==> src/rtl/mb_pkg.sv <==
package mb_pkg;

    // Register source chosen for the next cycle
    typedef enum logic [2:0] {
        SRC_HOLD = 3'd0,
        SRC_MEM  = 3'd1,
        SRC_BUS  = 3'd2,
        SRC_ROTR = 3'd3,
        SRC_SHR  = 3'd4,
        SRC_ROTL = 3'd5,
        SRC_SHRN = 3'd6
    } mb_src_e;

endpackage

==> src/rtl/mb_select.sv <==
module mb_select
    import mb_pkg::*;
(
    input  logic    ld_mem,
    input  logic    wr_bus,
    input  logic    ed_rotr,
    input  logic    ed_shr,
    input  logic    ed_rotl,
    input  logic    ed_shr7,
    output mb_src_e src
);

    // Fixed precedence: memory, bus, then the edit strobes
    always_comb begin
        if (ld_mem)       src = SRC_MEM;
        else if (wr_bus)  src = SRC_BUS;
        else if (ed_rotr) src = SRC_ROTR;
        else if (ed_shr)  src = SRC_SHR;
        else if (ed_rotl) src = SRC_ROTL;
        else if (ed_shr7) src = SRC_SHRN;
        else              src = SRC_HOLD;
    end

endmodule

==> src/rtl/mb_parity.sv <==
module mb_parity #(
    parameter int N = 15
) (
    input  logic [N-1:0] data,
    output logic         odd_fill
);

    // High when data has an even count of ones: the bit that makes it odd
    assign odd_fill = ~^data;

endmodule

==> src/rtl/mb_editor.sv <==
module mb_editor
    import mb_pkg::*;
#(
    parameter int DATA_W   = 14,
    parameter int ED_SHIFT = 7
) (
    input  mb_src_e             src,
    input  logic [DATA_W+1:0]   g_cur,
    input  logic [DATA_W+1:0]   bus_in,
    input  logic [DATA_W+1:0]   mem_in,
    output logic [DATA_W+1:0]   g_next
);

    localparam int W    = DATA_W + 2;
    localparam int KEEP = DATA_W - ED_SHIFT;

    logic              sg;
    logic [DATA_W-1:0] mag;
    logic [W-1:0]      shn;

    assign sg  = bus_in[W-1];
    assign mag = bus_in[DATA_W-1:0];

    // Long right shift: surviving upper magnitude bits land at the bottom
    for (genvar k = 0; k < W; k++) begin : g_shn
        if (k < KEEP) begin : g_keep
            assign shn[k] = mag[k+ED_SHIFT];
        end else begin : g_zero
            assign shn[k] = 1'b0;
        end
    end

    always_comb begin
        unique case (src)
            SRC_MEM:  g_next = {mem_in[DATA_W], 1'b0, mem_in[DATA_W-1:0]};
            SRC_BUS:  g_next = {sg, 1'b0, mag};
            SRC_ROTR: g_next = {mag[0], 1'b0, sg, mag[DATA_W-1:1]};
            SRC_SHR:  g_next = {sg, 1'b0, sg, mag[DATA_W-1:1]};
            SRC_ROTL: g_next = {mag[DATA_W-1], 1'b0, mag[DATA_W-2:0], sg};
            SRC_SHRN: g_next = shn;
            default:  g_next = g_cur;
        endcase
    end

endmodule

==> src/rtl/membuf_edit.sv <==
module membuf_edit
    import mb_pkg::*;
#(
    parameter int DATA_W   = 14,
    parameter int ED_SHIFT = 7
) (
    input  logic                clk,
    input  logic                rst_n,
    input  logic                alarm_clr,
    input  logic [DATA_W+1:0]   bus_in,
    input  logic [DATA_W+1:0]   mem_in,
    input  logic                mem_erasable,
    input  logic                ld_mem,
    input  logic                wr_bus,
    input  logic                rd_bus,
    input  logic                mem_wr,
    input  logic                ed_rotr,
    input  logic                ed_shr,
    input  logic                ed_rotl,
    input  logic                ed_shr7,
    output logic [DATA_W+1:0]   bus_out,
    output logic [DATA_W+1:0]   mem_wdata,
    output logic                par_alarm
);

    localparam int W = DATA_W + 2;

    typedef struct packed {
        logic [W-1:0] g;
        logic         alarm;
    } mb_state_t;

    mb_state_t    st_d, st_q;
    mb_src_e      src;
    logic [W-1:0] g_next;
    logic [W-1:0] g_q;
    logic         par_bit;
    logic         mem_even;

    assign g_q = st_q.g;

    mb_select u_sel (
        .ld_mem  (ld_mem),
        .wr_bus  (wr_bus),
        .ed_rotr (ed_rotr),
        .ed_shr  (ed_shr),
        .ed_rotl (ed_rotl),
        .ed_shr7 (ed_shr7),
        .src     (src)
    );

    mb_editor #(.DATA_W(DATA_W), .ED_SHIFT(ED_SHIFT)) u_edit (
        .src    (src),
        .g_cur  (g_q),
        .bus_in (bus_in),
        .mem_in (mem_in),
        .g_next (g_next)
    );

    // Parity for the outgoing memory word: sign plus magnitude
    mb_parity #(.N(DATA_W + 1)) u_pgen (
        .data     ({g_q[W-1], g_q[DATA_W-1:0]}),
        .odd_fill (par_bit)
    );

    // Check of an incoming memory word: high means even weight
    mb_parity #(.N(W)) u_pchk (
        .data     (mem_in),
        .odd_fill (mem_even)
    );

    always_comb begin
        st_d.g     = g_next;
        st_d.alarm = st_q.alarm;
        if (alarm_clr)
            st_d.alarm = 1'b0;
        if (ld_mem && mem_erasable && mem_even)
            st_d.alarm = 1'b1;
    end

    always_ff @(posedge clk) begin
        if (!rst_n)
            st_q <= '0;
        else
            st_q <= st_d;
    end

    assign bus_out   = rd_bus ? {g_q[W-1], g_q[W-1], g_q[DATA_W-1:0]} : '0;
    assign mem_wdata = mem_wr ? {par_bit, g_q[W-1], g_q[DATA_W-1:0]} : '0;
    assign par_alarm = st_q.alarm;

endmodule

==> config.mk <==
export PLATFORM = sky130hd
export DESIGN_NAME = membuf_edit
export DESIGN_NICKNAME = d
export VERILOG_FILES = /design/src/rtl/mb_pkg.sv /design/src/rtl/mb_select.sv /design/src/rtl/mb_parity.sv /design/src/rtl/mb_editor.sv /design/src/rtl/membuf_edit.sv
export SDC_FILE = /design/constraint.sdc
export NUM_CORES = 1
export LEC_CHECK = 0
export BUFFER_PORTS_ARGS = -buffer_cell sky130_fd_sc_hd__buf_2
export CAP_MARGIN = 20
export CORE_ASPECT_RATIO = 0.9
export CORE_MARGIN = 1.5
export CORE_UTILIZATION = 41
export CTS_CLUSTER_SIZE = 12
export DETAILED_ROUTE_END_ITERATION = 12
export PLACE_DENSITY = 0.85
export SKIP_LAST_GASP = 1
export SLEW_MARGIN = 30
export SYNTH_ARGS = -nofsm -noshare
export SYNTH_HDL_FRONTEND = slang
export SYNTH_SLANG_ARGS = --single-unit
==> constraint.sdc <==
create_clock -name clk -period 1.4 [get_ports clk]
set_clock_uncertainty 0.05 [all_clocks]
set_input_delay 0.07 -clock clk [delete_from_list [all_inputs] [get_ports clk]]
set_output_delay 0.07 -clock clk [all_outputs]
set_load 0.01 [all_outputs]
Word-level counts from Yosys, hierarchy flattened
Index checks and enable logic that the tools add are counted.
{"block": "op_classes", "eq_ne": 6, "mux": 11, "n_reduce_logical": 6}
{"operator": "$pmux 16 s6", "n": 1}
{"operator": "$mux 16", "n": 2}
{"operator": "$mux 3", "n": 6}
{"operator": "$reduce_xnor 16->1", "n": 1}
{"operator": "$reduce_xnor 15->1", "n": 1}
{"operator": "$eq 3x3->1 const B", "n": 3}
{"operator": "$eq 3x2->1 const B", "n": 2}
{"operator": "$reduce_bool 6->1", "n": 1}
{"operator": "$eq 3x1->1 const B", "n": 1}
{"operator": "$logic_and 1x1->1", "n": 2}
{"operator": "$mux 1", "n": 2}
{"operator": "$reduce_bool 2->1", "n": 1}
{"block": "totals", "reg_bits": 17, "in_bits": 44, "output_inout_bits": 33, "wordCells": 25}

Depth between registers and ports, before layout
{"block": "logic_depth", "word_depth": 8, "depth_mapped": 7, "depth_no_buf": 5}

Hierarchy
Synthesis repeated with hierarchy kept, for this count alone.
{"block": "unflattened", "hier_cells": 258, "area_unflattened_um2": 2018.2}
{"module": "mb_editor", "n_inst": 1, "cells_each": 153, "area_each_um2": 1004.7, "seq_area_each_um2": 0.0}
{"module": "membuf_edit", "n_inst": 1, "cells_each": 71, "area_each_um2": 698.2, "seq_area_each_um2": 340.3}
{"module": "mb_parity at u_pgen", "n_inst": 1, "cells_each": 11, "area_each_um2": 137.6, "seq_area_each_um2": 0.0}
{"module": "mb_parity at u_pchk", "n_inst": 1, "cells_each": 15, "area_each_um2": 131.4, "seq_area_each_um2": 0.0}
{"module": "mb_select", "n_inst": 1, "cells_each": 8, "area_each_um2": 46.3, "seq_area_each_um2": 0.0}

Least setup slack after synthesis
Ideal clock, no wire load.
{"block": "synth_path", "kind": "input to register", "startpoint": "input wr_bus", "endpoint": "register st_q, in the netlist g_q[15]", "arrival_ns": 1.307, "required_ns": 1.292, "setup_slack_ns": -0.015, "cell_stages": 7, "n_path_buf": 2, "cell_sequence": "buf_2 > or3_4 > nor3b_4 > buf_6 > nand2_2 > a31oi_1 > o21a_1"}
{"block": "synth_between", "elab_chain_cells": 4, "word_cells_on_any_way": 10, "cone_classes": "6 x eq/ne; 3 x mux; 1 x reduce/logical"}
{"element": "start, declared", "line": "membuf_edit.sv:14", "source": "input logic wr_bus,"}
{"element": "$mux 3 (*)", "line": "mb_select.sv:16", "source": "else if (wr_bus) src = SRC_BUS;"}
{"element": "$mux 3 (*)", "line": "mb_select.sv:15", "source": "if (ld_mem) src = SRC_MEM;"}
{"element": "$eq 3x3->1, or another cell as far along", "line": "mb_editor.sv:34", "source": "unique case (src)"}
{"element": "$pmux 16 s6 / $reduce_bool 6->1 (equally long branches)"}
{"element": "end signal, assigned", "line": "membuf_edit.sv:85", "source": "st_q <= st_d;"}
{"element": "end, declared", "line": "membuf_edit.sv:33", "source": "mb_state_t st_d, st_q;"}
Every way passes the cells marked *; elsewhere a longest branch is shown, timed or not. The select of a mux whose other input is x is not followed.
A chain may end at the register's enable or synchronous reset.

Final worst setup path
{"block": "layout_path", "startpoint": "register st_q, in the netlist g_q[5]", "endpoint": "output mem_wdata[15]"}
{"block": "layout_between", "elab_chain_cells": 2}
{"element": "$reduce_xnor 15->1", "line": "mb_parity.sv:9", "source": "assign odd_fill = ~^data;"}
{"element": "$mux 16", "line": "membuf_edit.sv:89", "source": "assign mem_wdata = mem_wr ? {par_bit, g_q[W-1], g_q[DATA_W-1:0]} : '0;"}
{"element": "end, declared", "line": "membuf_edit.sv:22", "source": "output logic [DATA_W+1:0] mem_wdata,"}
Every way passes these cells.

==> flow_summary.rst <==
.. list-table::
   :header-rows: 1

   * - Metric
     - Value
   * - Clock slew seen by the registers of the worst setup and hold paths
     - 0.06 ns
   * - Unrepaired setup endpoints after global routing
     - yes
   * - Ports
     - 77
   * - Power density over the cells
     - 786 mW/mm^2
   * - Post-layout nets
     - 304
   * - Final Util
     - 59.7%
   * - Post-place instance area
     - 0.00193 sq mm
   * - Worst Reg2Reg Path Length in Cells
     - 3
   * - Post-synthesis net count
     - 225
   * - Origin of the critical flop-to-flop path
     - g_q[10]$_SDFFE_PN0P_
   * - Failing checks
     - setup timing
   * - Routed length per placed instance
     - 13.1 microns
   * - Vias after detailed routing
     - 1652
   * - Type of the most critical hold path
     - input pin to flop
   * - Number of hold violations in the final report
     - 0
   * - Final ANT Viol Nets
     - 0
   * - Data arrival time at the worst-slack endpoint
     - 1.46 ns
   * - Standby leakage power
     - 0.922 nW
   * - Cts-stage hold buffer count
     - 0
   * - Seq/Total Area, Yosys
     - 21.9%
   * - Area share of xor/xnor cells in the synthesized design
     - 17.4%
   * - Core outline area
     - 0.00340 sq mm
   * - Warnings from Yosys
     - 0
   * - Clock latency on the worst-skew pair
     - 0.25 ns
   * - Arithmetic-cell share of the synthesized area counting full adders, half adders and majority gates
     - 0%
   * - Worst setup path endpoint
     - mem_wdata[15]
   * - Mux contribution to synthesized area
     - 0%
   * - Die Wd
     - 65.9 microns
   * - Worst slack at placement
     - -0.0444 ns
   * - Area growth, synth to finish
     - 39.1%
   * - Final worst slack
     - -0.182 ns
   * - Setup violations, final
     - 1
   * - Max transition margin
     - 72.6%
   * - Std-Cell Rows
     - 20
   * - Maximum root-to-sink buffer count
     - 2
   * - Final clock period utilization by the worst path
     - 113%
   * - Nature of the critical path endpoint
     - output port
   * - Post-route standard cell area excluding fillers
     - 0.00203 sq mm
   * - Type of element launching the critical path
     - flop
   * - Endpoint required time on the critical path
     - 1.28 ns
   * - Routed Wire Length
     - 3960 microns
   * - Antenna violations before repair
     - 0
   * - First-pass GRT wire length
     - 6200 microns
   * - Final-layout fill cell count
     - 343
   * - Classification of the worst setup path
     - flop to output port
   * - Clock tree from TritonCTS
     - done
   * - Quantity of I/O buffers inserted on ports
     - 75
   * - Non-filler cells in the finished layout
     - 303
   * - Tightest Pin Transition
     - 0.410 ns
   * - All-layer global routing usage
     - 20.4%
   * - FMAX
     - 0.632 GHz
   * - Vertical die dimension
     - 59.6 microns
   * - Worst IR drop on VDD
     - 0.356 mV
   * - Status
     - finished, violations left
   * - Clock Root Buffer
     - clkbuf_8
   * - Post-synthesis area per instance
     - 8.07 sq um
   * - Area fraction in compound gates after synthesis
     - 29.5%
   * - Die Outline Area
     - 0.00393 sq mm
   * - Instance count of the mapped netlist
     - 181
   * - Diode insertion count for antenna repair
     - 0
   * - Number of cells after detailed placement
     - 299
   * - Final HPWL DP
     - 3210 microns
   * - Crit Reg-Reg Endpoint
     - g_q[10]$_SDFFE_PN0P_
   * - CTS sink cnt
     - 16
   * - Fin. max-slew vios
     - 0
   * - Share of cells above drive strength 1
     - 42.5%
   * - Iteration count of the initial detailed-routing pass
     - 5
   * - First-iteration detailed-routing DRC count
     - 85
   * - Detailed-route vias per instance
     - 5.45
   * - Vias in the first global route
     - 1300
   * - Critical Path Start
     - g_q[5]$_SDFFE_PN0P_
   * - Initial cell density of the core
     - 42.9%
   * - TritonCTS Buffers
     - 3
   * - Flop-to-flop setup slack
     - 0.52 ns
   * - Max-cap violations
     - 0
   * - RePlAce Congestion
     - 0.924
   * - Count of buffers added by post-CTS timing repair for setup
     - 0
   * - Simple-gate share of the synthesized area
     - 25.9%
   * - Maximum number of pins on one net before global-route repair
     - 30
   * - Flop and latch count out of synthesis
     - 16
   * - Dominant combinational cell family by area after synthesis
     - compound AO/OA/AOI/OAI gates
   * - Netlist Area Pre-Place
     - 0.00146 sq mm
   * - Hold Slack
     - 0.0218 ns
   * - Unique masters post-synth
     - 28
   * - Clock period minus final worst setup slack
     - 1.58 ns
   * - Drc violations
     - 0
   * - Overall overflow remaining after global route
     - 0
   * - Total number of H-tree levels
     - 1
   * - Crit Path Max Fanout
     - 2
-- cells in the mapped netlist --
cell type,number,share of area (%)
a222oi_1,7,4.8
and2_1,31,13
inv_1,1,0.26
xor2_1,2,1.2
nor2_1,3,0.77
dfxtp_1,16,22
nand2_1,8,2.1
nor2b_1,1,0.43
nor3b_4,1,1.3
or3_4,1,0.77
nand2_2,1,0.43
o21ai_0,16,5.5
a31oi_1,15,6.4
or2_1,7,3.0
buf_6,2,1.5
nand3_1,1,0.34
a21o_1,1,0.51
o21ai_1,1,0.34
a22oi_1,14,7.2
o21a_1,1,0.51
a2bb2oi_1,7,4.2
buf_4,1,0.51
nor4b_4,1,1.6
buf_2,2,0.69
nor3_1,1,0.34
clkbuf_1,9,2.3
nand3b_1,3,1.5
xnor2_1,27,16
-- power by group --
group,switching [mW],leakage [nW],internal [mW]
clock network,0.155,0.0288,0.249
logic,0.301,0.758,0.352
registers,0.0401,0.135,0.498
-- through the flow --
stage,TNS [ns],power [mW]
after floorplan,0,0.950
after CTS,-0.206,1.59
after global routing,-0.284,1.69
final,-0.182,1.60
after global placement,-0.0507,1.17
after detailed placement,-0.176,1.18
-- flip-flops by register name (all words and copies together), names as in the netlist --
name       count
par_alarm      1
g_q           15
-- kinds of logic after synthesis --
family / after synthesis
DFF: 16
AOI/OAI and AO/OA: 62
and+or+nand+nor: 59
buffers and inverters: 15
xor gates and xnor gates: 29
-- worst min-delay path by stage --
| stage | start | endpoint | slack [ns] | depth (start not counted) |
|---|---|---|---|---|
| floorplan | rst_n | g_q[0]$_SDFFE_PN0P_ | 0.16 | 2 |
| global placement | mem_erasable | par_alarm$_SDFFE_PN0P_ | 0.28 | 3 |
| detailed placement | alarm_clr | par_alarm$_SDFFE_PN0P_ | 0.29 | 3 |
| CTS | alarm_clr | par_alarm$_SDFFE_PN0P_ | 0.02 | 3 |
| global route | mem_erasable | par_alarm$_SDFFE_PN0P_ | 0.03 | 3 |
| finish | alarm_clr | par_alarm$_SDFFE_PN0P_ | 0.02 | 3 |
-- critical path, cell delays in order, from the launching register on --
cell and delay [ns]:
dfxtp_1 0.33, xor2_2 0.18, xnor2_1 0.18, xnor2_1 0.15, xnor2_1 0.13, and2_1 0.13
buf_2 0.12
-- final cells by class --
type	count	area, sq um	share of cell area [%]
tap	44	55.1	2.71
clock buffer	4	55.1	2.71
inverter	1	3.75	0.185
timing repair buffer	88	485	23.9
multi-input combinational	150	1100	54.2
sequential	16	332	16.3
-- cells in the final DEF (no fill, tap or decap), drive strengths merged --
cell / Yosys / final
a21o: 1 / 1
nand3b: 3 / 3
o21a: 1 / 1
or3: 1 / 1
xnor2: 27 / 27
o21ai: 17 / 17
a22oi: 14 / 14
nor3: 1 / 1
xor2: 2 / 2
inv: 1 / 1
or2: 7 / 7
a31oi: 15 / 15
nand2: 9 / 9
dfxtp: 16 / 16
a222oi: 7 / 7
and2: 31 / 31
a2bb2oi: 7 / 7
nor2b: 1 / 1
nand3: 1 / 1
nor2: 3 / 3
nor4b: 1 / 1
clkbuf: 9 / 4
buf: 5 / 88
nor3b: 1 / 1
-- routing by layer --
layer | global-route usage (%) | share of wire (%) | vias up
li1 | - | - | 818
met1 | 29.6 | 45 | 736
met2 | 31.9 | 45 | 94
met3 | 0.760 | 8.8 | 4
met4 | 8.04 | 1.2 | 0
met5 | 0 | 0 | -
-- what timing repair did --
action / CTS / global route
hold endpoints to repair: 0 / 0
resized for setup: 10 / 4
pin swaps: 4 / 1
setup endpoints to repair: 1 / 1
(Power assumes the default switching activity.)
